<file path="config.mk">
export PLATFORM = sky130hd
export DESIGN_NAME = status_guard
export DESIGN_NICKNAME = d
export VERILOG_FILES = /design/src/rtl/sgd_pkg.sv /design/src/rtl/block_range.sv /design/src/rtl/cfg_reg.sv /design/src/rtl/wel_ctrl.sv /design/src/rtl/status_guard.sv
export SDC_FILE = /design/constraint.sdc
export NUM_CORES = 1
export LEC_CHECK = 0
export BUFFER_PORTS_ARGS = -buffer_cell sky130_fd_sc_hd__buf_4
export CORE_AREA = 4 4 41 43
export DETAILED_ROUTE_END_ITERATION = 12
export DIE_AREA = 0 0 45 47
export GPL_TIMING_DRIVEN = 1
export PLACE_DENSITY = 0.73
export SLEW_MARGIN = 20
export SYNTH_ARGS = -nofsm -noshare
export SYNTH_HDL_FRONTEND = slang
export SYNTH_SLANG_ARGS = --single-unit
</file>
<file path="constraint.sdc">
create_clock -name clk -period 1.2 [get_ports clk]
set_input_delay 0.18 -clock clk [delete_from_list [all_inputs] [get_ports clk]]
set_output_delay 0.18 -clock clk [all_outputs]
set_load 0.01 [all_outputs]
</file>
<file path="src/rtl/sgd_pkg.sv">
package sgd_pkg;
  localparam int SR_W       = 8;
  localparam int SR_PEN_BIT = 7;
  localparam int SR_ONE_BIT = 6;
  localparam int SR_BPH_BIT = 3;
  localparam int SR_BPL_BIT = 2;
  localparam int SR_WEL_BIT = 1;
  localparam int SR_BSY_BIT = 0;

  typedef struct packed {
    logic       pen;
    logic [1:0] bp;
  } prot_cfg_t;

  function automatic logic [SR_W-1:0] sr_pack(prot_cfg_t c, logic wel, logic busy);
    logic [SR_W-1:0] s;
    s = '0;
    s[SR_PEN_BIT] = c.pen;
    s[SR_ONE_BIT] = 1'b1;
    s[SR_BPH_BIT:SR_BPL_BIT] = c.bp;
    s[SR_WEL_BIT] = wel;
    s[SR_BSY_BIT] = busy;
    return s;
  endfunction

  function automatic logic sr_gate(logic wel, logic pen, logic pin_n);
    return wel && !(pen && !pin_n);
  endfunction
endpackage

</file>
<file path="src/rtl/block_range.sv">
module block_range #(
  parameter int AW = 18
) (
  input  logic [1:0]    bp,
  input  logic [AW-1:0] addr,
  output logic          locked
);
  localparam int TOP = AW - 1;

  function automatic logic in_lock(logic [1:0] code, logic [AW-1:0] a);
    case (code)
      2'b00:   return 1'b0;
      2'b01:   return a[TOP] & a[TOP-1];
      2'b10:   return a[TOP];
      default: return 1'b1;
    endcase
  endfunction

  assign locked = in_lock(bp, addr);
endmodule

</file>
<file path="src/rtl/cfg_reg.sv">
module cfg_reg
  import sgd_pkg::*;
(
  input  logic            clk,
  input  logic            rst_n,
  input  logic            frame_start,
  input  logic            pin_n,
  input  logic            wr_en,
  input  logic [SR_W-1:0] wr_data,
  output prot_cfg_t       cfg,
  output logic            pin_lat
);
  logic unused_bits;
  assign unused_bits = ^{wr_data[6:4], wr_data[1:0]};

  always_ff @(posedge clk) begin
    if (!rst_n) begin
      cfg     <= '0;
      pin_lat <= 1'b1;
    end else begin
      if (frame_start) pin_lat <= pin_n;
      if (wr_en) cfg <= '{pen: wr_data[SR_PEN_BIT], bp: wr_data[SR_BPH_BIT:SR_BPL_BIT]};
    end
  end


  pin_hold_chk: assert property (@(posedge clk) disable iff (!rst_n)
    !frame_start |=> $stable(pin_lat));

  cfg_hold_chk: assert property (@(posedge clk) disable iff (!rst_n)
    !wr_en |=> $stable(cfg));
endmodule

</file>
<file path="src/rtl/wel_ctrl.sv">
module wel_ctrl (
  input  logic clk,
  input  logic rst_n,
  input  logic set,
  input  logic clr,
  input  logic accept,
  input  logic frame_start,
  input  logic frame_end,
  output logic wel
);
  logic pend_q;
  logic auto_clr;

  assign auto_clr = frame_end && (pend_q || accept);

  always_ff @(posedge clk) begin
    if (!rst_n) begin
      wel    <= 1'b0;
      pend_q <= 1'b0;
    end else begin
      if (clr || auto_clr) wel <= 1'b0;
      else if (set)        wel <= 1'b1;
      if (frame_start || frame_end) pend_q <= 1'b0;
      else if (accept)              pend_q <= 1'b1;
    end
  end


  wel_set_chk: assert property (@(posedge clk) disable iff (!rst_n)
    set && !clr && !frame_end |=> wel);

  wel_clr_chk: assert property (@(posedge clk) disable iff (!rst_n)
    clr |=> !wel);

  wel_auto_clr_chk: assert property (@(posedge clk) disable iff (!rst_n)
    frame_end && (pend_q || accept) |=> !wel);

  wel_keep_chk: assert property (@(posedge clk) disable iff (!rst_n)
    frame_end && !pend_q && !accept && !clr && !set |=> $stable(wel));
endmodule

</file>
<file path="src/rtl/status_guard.sv">
module status_guard
  import sgd_pkg::*;
#(
  parameter int AW = 18
) (
  input  logic            clk,
  input  logic            rst_n,
  input  logic            frame_start,
  input  logic            frame_end,
  input  logic            wen_set,
  input  logic            wen_clr,
  input  logic            sr_wr_req,
  input  logic [SR_W-1:0] sr_wr_data,
  input  logic            mem_wr_req,
  input  logic [AW-1:0]   mem_wr_addr,
  input  logic            wp_pin_n,
  input  logic            wake_busy,
  output logic [SR_W-1:0] status_byte,
  output logic            sr_wr_ok,
  output logic            mem_wr_ok
);
  prot_cfg_t cfg;
  logic      pin_lat;
  logic      wel;
  logic      addr_locked;
  logic      accept;

  assign sr_wr_ok    = sr_wr_req && sr_gate(wel, cfg.pen, pin_lat);
  assign mem_wr_ok   = mem_wr_req && wel && !addr_locked;
  assign accept      = sr_wr_ok || mem_wr_ok;
  assign status_byte = sr_pack(cfg, wel, wake_busy);

  cfg_reg u_cfg (
    .clk(clk), .rst_n(rst_n), .frame_start(frame_start), .pin_n(wp_pin_n),
    .wr_en(sr_wr_ok), .wr_data(sr_wr_data), .cfg(cfg), .pin_lat(pin_lat)
  );

  wel_ctrl u_wel (
    .clk(clk), .rst_n(rst_n), .set(wen_set), .clr(wen_clr), .accept(accept),
    .frame_start(frame_start), .frame_end(frame_end), .wel(wel)
  );

  block_range #(.AW(AW)) u_range (
    .bp(cfg.bp), .addr(mem_wr_addr), .locked(addr_locked)
  );


  mem_needs_wel_chk: assert property (@(posedge clk) disable iff (!rst_n)
    mem_wr_ok |-> status_byte[SR_WEL_BIT]);

  pin_gate_chk: assert property (@(posedge clk) disable iff (!rst_n)
    cfg.pen && !pin_lat |-> !sr_wr_ok);

  full_lock_chk: assert property (@(posedge clk) disable iff (!rst_n)
    status_byte[SR_BPH_BIT:SR_BPL_BIT] == 2'b11 |-> !mem_wr_ok);

  sr_update_chk: assert property (@(posedge clk) disable iff (!rst_n)
    sr_wr_ok |=> status_byte[SR_PEN_BIT] == $past(sr_wr_data[SR_PEN_BIT]) &&
                 status_byte[SR_BPH_BIT:SR_BPL_BIT] == $past(sr_wr_data[SR_BPH_BIT:SR_BPL_BIT]));
endmodule

</file>
Yosys cells after proc, flatten, opt, wreduce, memory -nomap -nowiden. Cells that the tools add are included.

Bits in latches: 0. Word-level logic and storage cells: 26. ROM bits: 0. Register bits: 6. Output and inout bits: 10. Memories kept: 0. Memory bits (writable): 0.

Multiply operators: 0. Muxes and demuxes: 1. Bitwise gates (word level): 2. Equality and inequality tests: 2. Add/sub/neg operators: 0. Shift operators: 0. Order comparisons: 0. Div/mod/pow operators: 0. Reduce and logical (&&, ||, !) cells: 16.

Operator list (number): 1-bit logical AND (6); 1-bit logical OR (4); 2-bit OR reduction (2); 1-bit zero test (3); 1-bit one-hot mux with 3 select lines (1); 2-bit by 1-bit equality test with 1-bit output (second input constant) (1); 2-bit equality test (second input constant) (1); 2-bit zero test (1); 1-bit bitwise AND (1); 1-bit NOT (1).

Longest topological paths before layout.
Depth in word-level cells: 10. Gate-level depth with buffers: 3. Mapped depth without buffers: 3.

Cells and area by module. A second synthesis with hierarchy kept.

Cell total of the unflattened synthesis: 33. Area total of the unflattened synthesis: 311.5 um^2.

Modules (own cells, without submodules): cfg_reg (instances 1, area an instance 142.6 um^2, cells an instance 12, seq. area each 80.1 um^2); wel_ctrl (instances 1, area an instance 78.8 um^2, cells an instance 7, seq. area each 40.0 um^2); status_guard (instances 1, area an instance 76.3 um^2, cells an instance 11, seq. area each 0.0 um^2); block_range (instances 1, area an instance 13.8 um^2, cells an instance 3, seq. area each 0.0 um^2).

Worst setup path after synthesis. Ideal clock, no wire load.

Path kind: reg-to-reg. From: register u_cfg.cfg[2] (netlist name). To: register u_wel.pend_q. Buffers on the path: 0. Arrival time: 980 ps. Data required time: 1078 ps. Stages on the path, launching flop included: 4. Setup slack: 99 ps. Period minus slack after synthesis: 1101 ps. Cells stage by stage: dfxtp_1 > nor2b_4 > nor2_1 > o311a_1.

Cells in the longest elaborated chain, start to end: 5.

RTL lines: 1-bit logical AND (RTL line sgd_pkg.sv:27) `return wel && !(pen && !pin_n);`; 1-bit zero test (RTL line sgd_pkg.sv:27); 1-bit logical AND (RTL line sgd_pkg.sv:27); 1-bit logical AND (RTL line status_guard.sv:28) `assign sr_wr_ok = sr_wr_req && sr_gate(wel, cfg.pen, pin_lat);`; named net sr_wr_ok (RTL line status_guard.sv:19) `output logic sr_wr_ok,`; 1-bit logical OR (RTL line status_guard.sv:30) `assign accept = sr_wr_ok || mem_wr_ok;`; end signal, assigned (RTL line wel_ctrl.sv:19) `pend_q <= 1'b0;`; end signal, assigned (RTL line wel_ctrl.sv:23) `if (frame_start || frame_end) pend_q <= 1'b0;`; end signal, assigned (RTL line wel_ctrl.sv:24) `else if (accept) pend_q <= 1'b1;`; end, declared (RTL line wel_ctrl.sv:11) `logic pend_q;`.

The timed path passes the listed nets, and every way through them passes these cells. A chain may end at the register's enable or synchronous reset.

Worst setup path in the final report.
From: register u_cfg.cfg[0] (netlist name). To: output port mem_wr_ok.

Cells in the longest elaborated chain, start to end: 4. Elaborated cells between the ends (all ways): 6. Those cells by class: 2 x eq/ne; 1 x mux; 3 x reduce/logical.

RTL lines: 2-bit equality test (tied with other cells) (RTL line block_range.sv:11) `case (code)`; 1-bit one-hot mux with 3 select lines (*) (RTL line block_range.sv:11); 1-bit zero test (*) (RTL line status_guard.sv:29) `assign mem_wr_ok = mem_wr_req && wel && !addr_locked;`; 1-bit logical AND (*) (RTL line status_guard.sv:29); end, declared (RTL line status_guard.sv:20) `output logic mem_wr_ok`.

Every way passes the cells marked *; elsewhere a longest branch is shown, timed or not.

==> run_results.csv <==
group,metric,value,unit
logic_synthesis,syn_area,330.3,um^2
logic_synthesis,synthSimpleGateAreaFrac,25.76,%
flow_run,drv_cap,0,
cts,cts_tree,"done",
routing,vias_per_cell,4.581,
final_layout,syn2layout_area_growth,59.47,%
setup_path,cp_top_family,"flip-flops",
routing,avgRoutedWirePerCell,11.38,um
logic_synthesis,synth_fa_ha_area_share,0,%
global_routing,grt_overflow,0,
power_and_ir_drop,p_per_area,977.8,nW/um^2
cts,clkTransAtPathRegs,0.05,ns
place,port_buffers,19,
cts,cts_buffer_depth,2,
setup_path,cp_cell_sequence,"o21ai_2 -> and4_4 -> buf_6",
setup_path,start_kind,"flop",
timing,setup_tns,0,ns
die,coreArea,1301,um^2
die,fp.dieH,47,um
timing,fmax,0.8488,GHz
logic_synthesis,muxShareOfSynthArea,3.030,%
routing,wl_met2,386,um
routing,drt_iter0_drc,3,
timing,setup_viol,0,
logic_synthesis,synth_compound_area_share,18.94,%
global_routing,grt_max_degree,9,
power_and_ir_drop,power_leakage,0.2531,nW
routing,drt-total-wl,842,um
timing,hold_viol,0,
global_routing,antenna_found_initial,0,
die,die_w,45,um
final_layout,largest_reg_flops,3,
logic_synthesis,synth.top_cell.area_share,36.36,%
logic_synthesis,syn_area_per_cell,8.693,um^2
logic_synthesis,ys.flop_type,"dfxtp_1",
logic_synthesis,ys_warn_count,0,
setup_path,cp.arrival,1.00,ns
setup_path,path_buf_inv,1,
routing,wl_met1,342,um
timing,fin_crit,1.178,ns
global_routing,track_usage,8.630,%
timing,finalCritPeriodShare,98.18,%
logic_synthesis,post-synth-top-area-cell,"dfxtp_1",
min_path,hold_class,"in -> reg",
global_routing,grt_pass1_wl,1242,um
logic_synthesis,synth.area.top_cells,"dfxtp_1 (36%), buf_4 (11%), or3b_1 (8.0%)",
logic_synthesis,netlist_top_cells_count,"dfxtp_1 (6), buf_4 (5), o21ai_0 (4)",
logic_synthesis,yosys.cell_types.count,18,
final_layout,antenna-diode-count,0,
cts,cts_sinks,6,
final_layout,finish.utilization,40.48,%
logic_synthesis,ys_ff_latch,6,
cts,cts_buffers,3,
setup_path,path_max_fanout,4,
power_and_ir_drop,peakVddDrop,0.0003461,V
logic_synthesis,syn_inst,38,
routing,top_layer,"met4",
run_status,status,"complete, no violations",
die,start_util,25.38,%
logic_synthesis,synth-xor-area-share,0,%
final_layout,drive_gt1_share,57.63,%
setup_path,cp_slowest_cell,"dfxtp_2",
timing,rsz0062_at_grt,"yes",
logic_synthesis,seq_area_frac_synth,36.36,%
global_routing,grt_pass1_vias,311,
logic_synthesis,yosysMostFrequentCell,"dfxtp_1",
routing,postRouteAntennaNets,0,
setup_path,endpoint_kind,"output port",
setup_path,crit_required,1.02,ns
logic_synthesis,async_flop_share,0,%
cts,clk-insertion-delay-late,0.25,ns
timing,finClkSkew,0.0006535,ns
die,io_pins,46,
setup_path,slowest_delay,0.33,ns
cts,ctsRootBufferMaster,"clkbuf_4",
place,place_congestion,0.7048,
routing,drt_drc_violations_left,0,
setup_path,crit_type,"reg -> out",
cts,htreeDepth,1,
final_layout,n_fill_cell,141,
place,hpwl,619.5,um
routing,num_vias,339,
routing,routed-wl-met3,95,um
die,die_area,2115,um^2
final_layout,nets,97,
logic_synthesis,synth_top_family_by_area,"simple AND/OR/NAND/NOR gates",
timing,final_max_slew_viol_count,0,
routing,drt-pass1-iter-count,4,
die,rows,13,
logic_synthesis,synth_edf_count,0,
-- cell families (layout without fill, tap and decap cells) --
logic type,after synthesis,after routing
buffers and inverters,7,27
AOI/OAI and AO/OA,10,10
DFF,6,6
and+or+nand+nor,12,12
other,2,3
muxes,1,1
-- power by group --
part	internal [W]	switching, W
Combinational	0.0000607	0.0000405
Sequential	0.000210	0.00000947
Clock	0.000114	0.0000805
-- final timing paths --
path	from	end	slack (ns)	cells past startpoint
max	u_cfg.cfg[0]	mem_wr_ok	0.02	3
max reg2reg	u_cfg.cfg[2]	u_cfg.cfg[2]	0.04	4
min reg2reg	u_wel.pend_q	u_wel.wel	0.46	1
min	frame_end	u_wel.wel	0.12	2
-- routing by layer --
layer | vias to the layer above | global-route usage, %
met4 | 0 | 7.018
met3 | 2 | 3.831
met2 | 18 | 12.43
met1 | 151 | 9.840
met5 | - | 0
li1 | 168 | -
-- stage by stage --
stage	power (W)	setup slack (ns)	hold slack, ns	area [um^2]	instances
2_1_floorplan	0.0002713	0.09864	0.2419	334.1	39
3_3_place_gp	0.0003107	0.1489	0.3601	457.9	68
3_5_place_dp	0.0003129	0.1247	0.3601	457.9	68
4_1_cts	0.0005185	-0.01289	0.1111	511.7	74
5_1_grt	0.0005378	-0.02680	0.1135	526.8	74
6_report	0.0005151	0.02181	0.1175	526.8	74
-- cells in the final DEF, fill, tap and decap left out, drive strengths merged --
| cell type | Yosys | layout |
|---|---|---|
| dfxtp | 6 | 6 |
| o21ai | 4 | 4 |
| o311a | 1 | 1 |
| nor2b | 1 | 1 |
| clkbuf | 0 | 3 |
| inv | 2 | 2 |
| nand2 | 2 | 2 |
| nor2 | 2 | 2 |
| o2111ai | 1 | 1 |
| nand3 | 2 | 2 |
| conb | 2 | 3 |
| a21oi | 3 | 3 |
| or2 | 1 | 1 |
| buf | 5 | 22 |
| or3b | 3 | 3 |
| and4 | 1 | 1 |
| o32ai | 1 | 1 |
| mux2i | 1 | 1 |
-- layout make-up --
| type | instances | area, um^2 | share of cell area (%) |
|---|---|---|---|
| sequential | 6 | 123.9 | 23.52 |
| tap | 15 | 18.77 | 3.563 |
| timing repair buffer | 22 | 168.9 | 32.07 |
| clock buffer | 3 | 22.52 | 4.276 |
| multi-input combinational | 26 | 185.2 | 35.15 |
| inverter | 2 | 7.507 | 1.425 |
-- what timing repair did --
action / CTS / global route
buffers inserted: 3 / 0
setup endpoints to repair: 2 / 2
hold buffers: 0 / 0
pin swaps: 3 / 1
resized for setup: 5 / 4
(Power assumes the default switching activity.)
